`config.mk`:
```
export PLATFORM = sky130hd
export DESIGN_NAME = vref_phase_corrector
export DESIGN_NICKNAME = d
export VERILOG_FILES = /design/src/rtl/vref_corr_pkg.sv /design/src/rtl/vref_edge_select.sv /design/src/rtl/vref_offset_meter.sv /design/src/rtl/vref_delay_line.sv /design/src/rtl/vref_phase_corrector.sv
export SDC_FILE = /design/constraint.sdc
export NUM_CORES = 1
export LEC_CHECK = 0
export ABC_AREA = 1
export BUFFER_PORTS_ARGS = -buffer_cell sky130_fd_sc_hd__buf_2
export CORE_MARGIN = 2
export CORE_UTILIZATION = 45
export CTS_CLUSTER_SIZE = 8
export DETAILED_ROUTE_END_ITERATION = 10
export SYNTH_ARGS = -nofsm -noshare
export SYNTH_HDL_FRONTEND = slang
export SYNTH_SLANG_ARGS = --single-unit
```
`constraint.sdc`:
```
create_clock -name clk -period 5.29 [get_ports clk]
set_clock_uncertainty 0.2 [all_clocks]
set_input_delay 0.2645 -clock clk [delete_from_list [all_inputs] [get_ports clk]]
set_output_delay 0.2645 -clock clk [all_outputs]
set_load 0.05 [all_outputs]
```
`src/rtl/vref_corr_pkg.sv`:
```
package vref_corr_pkg;
  typedef enum logic [1:0] {
    MS_IDLE  = 2'd0,
    MS_ARMED = 2'd1,
    MS_COUNT = 2'd2
  } meas_state_e;
endpackage

```
`src/rtl/vref_edge_select.sv`:
```
module vref_edge_select (
  input  logic ref0_edge,
  input  logic ref1_edge,
  input  logic ref_sel,
  output logic sel_edge
);
  always_comb begin
    sel_edge = ref_sel ? ref1_edge : ref0_edge;
  end
endmodule

```
`src/rtl/vref_offset_meter.sv`:
```
module vref_offset_meter
  import vref_corr_pkg::*;
#(
  parameter int CNT_W = 16
) (
  input  logic             clk,
  input  logic             rst_n,
  input  logic             sel_edge,
  input  logic             fb_edge,
  input  logic             meas_req,
  input  logic             clr_req,
  input  logic [CNT_W-1:0] ref_period,
  output logic [CNT_W-1:0] delay_o,
  output logic             ack_o,
  output logic             err_o
);
  localparam logic [CNT_W-1:0] ZERO = '0;
  localparam logic [CNT_W-1:0] ONE  = {{(CNT_W-1){1'b0}}, 1'b1};

  meas_state_e      st_q, st_n;
  logic [CNT_W-1:0] cnt_q, cnt_n;
  logic [CNT_W-1:0] dly_q, dly_n;
  logic             cnt_ld, dly_ld;
  logic             err_q, err_n;
  logic             ack_q, ack_n;
  logic [CNT_W-1:0] period_m1;
  logic             last_tick;

  assign period_m1 = ref_period - ONE;
  assign last_tick = (cnt_q >= period_m1);

  // next-state logic
  always_comb begin
    st_n   = st_q;
    cnt_n  = cnt_q;
    cnt_ld = 1'b0;
    dly_n  = dly_q;
    dly_ld = 1'b0;
    err_n  = err_q;
    ack_n  = 1'b0;
    if (clr_req) begin
      dly_n  = ZERO;
      dly_ld = 1'b1;
      err_n  = 1'b0;
      st_n   = MS_IDLE;
    end else if (meas_req) begin
      err_n = 1'b0;
      st_n  = MS_ARMED;
    end else begin
      case (st_q)
        MS_ARMED: begin
          if (sel_edge) begin
            if (fb_edge) begin
              dly_n  = ZERO;
              dly_ld = 1'b1;
              ack_n  = 1'b1;
              st_n   = MS_IDLE;
            end else begin
              cnt_n  = ONE;
              cnt_ld = 1'b1;
              st_n   = MS_COUNT;
            end
          end
        end
        MS_COUNT: begin
          if (fb_edge) begin
            dly_n  = cnt_q;
            dly_ld = 1'b1;
            ack_n  = 1'b1;
            st_n   = MS_IDLE;
          end else if (last_tick) begin
            dly_n  = ZERO;
            dly_ld = 1'b1;
            err_n  = 1'b1;
            st_n   = MS_IDLE;
          end else begin
            cnt_n  = cnt_q + ONE;
            cnt_ld = 1'b1;
          end
        end
        default: begin
          st_n = MS_IDLE;
        end
      endcase
    end
  end

  // registers
  always_ff @(posedge clk or negedge rst_n) begin
    if (!rst_n) begin
      st_q  <= MS_IDLE;
      cnt_q <= ZERO;
      dly_q <= ZERO;
      err_q <= 1'b0;
      ack_q <= 1'b0;
    end else begin
      st_q  <= st_n;
      err_q <= err_n;
      ack_q <= ack_n;
      if (cnt_ld) cnt_q <= cnt_n;
      if (dly_ld) dly_q <= dly_n;
    end
  end

  assign delay_o = dly_q;
  assign ack_o   = ack_q;
  assign err_o   = err_q;
endmodule

```
`src/rtl/vref_delay_line.sv`:
```
module vref_delay_line #(
  parameter int CNT_W = 16
) (
  input  logic             clk,
  input  logic             rst_n,
  input  logic             sel_edge,
  input  logic [CNT_W-1:0] delay_i,
  output logic             strobe_o
);
  localparam logic [CNT_W-1:0] ZERO = '0;
  localparam logic [CNT_W-1:0] ONE  = {{(CNT_W-1){1'b0}}, 1'b1};

  logic [CNT_W-1:0] dcnt_q, dcnt_n;
  logic             dcnt_ld;
  logic             act_q, act_n;
  logic             stb_q, stb_n;

  // next-state logic
  always_comb begin
    dcnt_n  = dcnt_q;
    dcnt_ld = 1'b0;
    act_n   = act_q;
    stb_n   = 1'b0;
    if (sel_edge) begin
      if (delay_i == ZERO) begin
        stb_n = 1'b1;
        act_n = 1'b0;
      end else begin
        dcnt_n  = delay_i;
        dcnt_ld = 1'b1;
        act_n   = 1'b1;
      end
    end else if (act_q) begin
      if (dcnt_q == ONE) begin
        stb_n = 1'b1;
        act_n = 1'b0;
      end else begin
        dcnt_n  = dcnt_q - ONE;
        dcnt_ld = 1'b1;
      end
    end
  end

  // registers
  always_ff @(posedge clk or negedge rst_n) begin
    if (!rst_n) begin
      dcnt_q <= ZERO;
      act_q  <= 1'b0;
      stb_q  <= 1'b0;
    end else begin
      act_q <= act_n;
      stb_q <= stb_n;
      if (dcnt_ld) dcnt_q <= dcnt_n;
    end
  end

  assign strobe_o = stb_q;
endmodule

```
`src/rtl/vref_phase_corrector.sv`:
```
module vref_phase_corrector #(
  parameter int CNT_W = 16
) (
  input  logic             clk,
  input  logic             rst_n,
  input  logic             ref0_edge,
  input  logic             ref1_edge,
  input  logic             ref_sel,
  input  logic             fb_edge,
  input  logic             meas_req,
  input  logic             clr_req,
  input  logic [CNT_W-1:0] ref_period,
  output logic             vref_strobe,
  output logic             meas_ack,
  output logic             meas_err
);
  logic             sel_edge;
  logic [CNT_W-1:0] stored_delay;

  vref_edge_select u_sel (
    .ref0_edge (ref0_edge),
    .ref1_edge (ref1_edge),
    .ref_sel   (ref_sel),
    .sel_edge  (sel_edge)
  );

  vref_offset_meter #(.CNT_W(CNT_W)) u_meter (
    .clk        (clk),
    .rst_n      (rst_n),
    .sel_edge   (sel_edge),
    .fb_edge    (fb_edge),
    .meas_req   (meas_req),
    .clr_req    (clr_req),
    .ref_period (ref_period),
    .delay_o    (stored_delay),
    .ack_o      (meas_ack),
    .err_o      (meas_err)
  );

  vref_delay_line #(.CNT_W(CNT_W)) u_dline (
    .clk      (clk),
    .rst_n    (rst_n),
    .sel_edge (sel_edge),
    .delay_i  (stored_delay),
    .strobe_o (vref_strobe)
  );
endmodule

```
==> reports/results.ini <==
[run_status]
status = finished clean

[synth]
ys_seq_area_frac = 0.326
syn_area_per_cell_sq_um = 7.20
synth_cell_types = 42
ys_async_sr_fraction = 1.00
synth_flop_cell = dfrtp_1
syn-cell-area_sq_um = 4150
yosysTopAreaCellShare = 0.326
synth_seq_cells = 54
synth_area_leader_cell = dfrtp_1
syn_nets = 622
synthTopCellsByArea = dfrtp_1 33%, nand2_1 14%, nand3_1 6.9%, ha_1 6.6%, inv_1 4.9%
synth-edff-count = 0
netlist_instances = 576
yosys_warnings = 0

[worst_setup_path]
cp_max_fo = 29
r2r_start = u_meter.st_q[0]
endpoint_kind = flip-flop
worst_ep_arrival_time_ps = 2900
crit_start = u_meter.st_q[0]
worstSetupPathType = flip-flop to flip-flop
startpoint_type = flip-flop
cp.required_ps = 5290

[detailed_routing]
num_vias = 3664
drt_iter0_drc = 133
dr.pass1.iters = 4
vias_per_cell = 5.21
wl_per_cell_um = 13.7
final_antenna_net_count = 0
drc = 0
wl_um = 9660

[timing]
drv_slew = 0
slew_headroom = 0.414
clock.fmax_mhz = 344
period_minus_slack_ps = 2900
rsz0062_at_grt = false
hold_viol_final = 0
worstMarginPinSlew_ps = 879
finalSetupTns_ps = 0
timing.hold.ws_ps = 55.0
setup_viol = 0
post-route-period-util = 0.549

[clock_network]
post_cts_resized = 0
cts_buffers = 5
cts_tree = done
clock_path_buffers = 2
clk_latency_ps = 310
cts_root_buf = clkbuf_8
hold_buffers = 1
clk_pin_slew_worst_paths_ps = 100
h-tree-depth = 2
cts.sinks = 54
cts_setup_buffers = 0

[global_routing]
grt_max_degree = 55
antenna_found_initial = 0
grt_pass1_wl_um = 16500
grt_usage = 0.202
grt_pass1_vias = 3483
grt_remaining_overflow = 0

[placement]
portBuffers = 26
place_congestion = 0.969
dp_hpwl_um = 7270
placed_cell_area_sq_um = 4300

[die]
core_area_sq_um = 9110
rows = 35
dieWidth_um = 100
pin_count = 27
initial_core_util = 0.455
die_area_sq_um = 10000
die_h_um = 100

[cells_and_area]
drive_gt1_frac = 0.118
final_common_cell = nand2_1
nets = 637
design_area_sq_um = 4420
fill_cells = 977
layout_common_cells = 154 x nand2_1, 57 x nand3_1, 54 x inv_1, 54 x dfrtp_1, 53 x nor2_1
num_antenna_cells = 0
area_growth_syn_to_layout_pct = 6.46

[job]
maxCapViolations = 0

[power_and_ir_drop]
powerDensity_nw_per_um2 = 253
leakage_nw = 2.10
vdd_ir_drop_max_mv = 0.136

[hold_path]
worst_hold_path_type = primary input to flip-flop
hp-start = meas_req

==> area by class of cell <==
type | count | area [sq um] | area share
multi-input combinational | 437 | 2420 | 0.549
sequential | 54 | 1350 | 0.306
inverter | 65 | 244 | 0.0553
timing repair buffer | 28 | 148 | 0.0334
tap | 111 | 139 | 0.0315
clock buffer | 6 | 72.6 | 0.0164
clock inverter | 2 | 37.5 | 0.00850
==> per-stage QoR <==
step | utilization | setup slack, ps | power (W) | instances
floorplan | - | 2670 | 0.000757 | 576
global placement | 0.472 | 2110 | 0.000834 | 694
detailed placement | 0.472 | 2040 | 0.000844 | 694
CTS | 0.485 | 2370 | 0.00112 | 703
global route | 0.485 | 2140 | 0.00119 | 703
finish | 0.485 | 2390 | 0.00112 | 703
==> flip-flops by register name (all words and copies together), names as in the netlist <==
name,cells
u_dline.act_q,1
u_meter.err_o,1
u_dline.strobe_o,1
u_meter.delay_o,16
u_meter.cnt_q,16
u_meter.st_q,2
u_meter.ack_o,1
u_dline.dcnt_q,16
==> cells by family after synthesis <==
group / after synthesis / synth area share
AO/OA/AOI/OAI: 50 / 0.0685
multiplexers: 2 / 0.00483
flip-flops: 54 / 0.326
AND/OR/NAND/NOR: 334 / 0.383
adder cells (fa/ha/maj): 22 / 0.0664
buffers and inverters: 85 / 0.0899
XOR/XNOR: 29 / 0.0612
==> cells in the mapped netlist, types with 2 or more instances <==
cell type,count
a31oi_1,3
nor2_2,6
nand2_4,3
o21ai_0,7
nand3b_1,2
nor3b_1,2
xor2_1,18
nor3_2,4
ha_1,22
nor2_4,2
nand3_1,57
xnor2_1,11
inv_1,54
a21oi_1,11
clkbuf_1,5
o21ai_1,22
nand2_1,154
buf_4,4
nor2_1,53
nand4_1,10
buf_2,7
clkinv_1,2
inv_2,9
dfrtp_1,54
nor4_1,16
nand3_4,3
nand2_2,3
buf_6,4
nor3_1,13
mux2i_1,2
or2_1,2
==> worst max-delay path, cell delays in order (launching register included) <==
cell	delay, ps
dfrtp_1	420
inv_1	60
ha_1	500
inv_1	540
nor2_1	320
nand3_4	130
nand2_4	200
nand3_4	220
nand2_1	120
nand2_1	50
==> power breakdown <==
part / internal [W] / switching [W] / total (W)
Combinational: 0.000120 / 0.000220 / 0.000339
Clock: 0.000141 / 0.000136 / 0.000277
Sequential: 0.000457 / 0.0000420 / 0.000499
Total: 0.000718 / 0.000397 / 0.00112
==> metal layers <==
layer  track usage  routed length (um)
met1         0.263                4420
met2         0.360                4910
met3        0.0230                 201
met4        0.0506                 133
met5             0                   0
==> worst paths after layout <==
kind / to / slack [ps] / depth (start not counted)
worst max-delay path: u_meter.cnt_q[10] / 2390 / 9
worst min-delay path: u_meter.st_q[0] / 50 / 3
worst max register to register: u_meter.cnt_q[10] / 2390 / 9
worst min register to register: u_meter.err_o / 310 / 1
min in group asynchronous: u_dline.dcnt_q[3] / 410 / 3
max in group asynchronous: u_meter.cnt_q[8] / 4020 / 3
(Power assumes the default switching activity.)
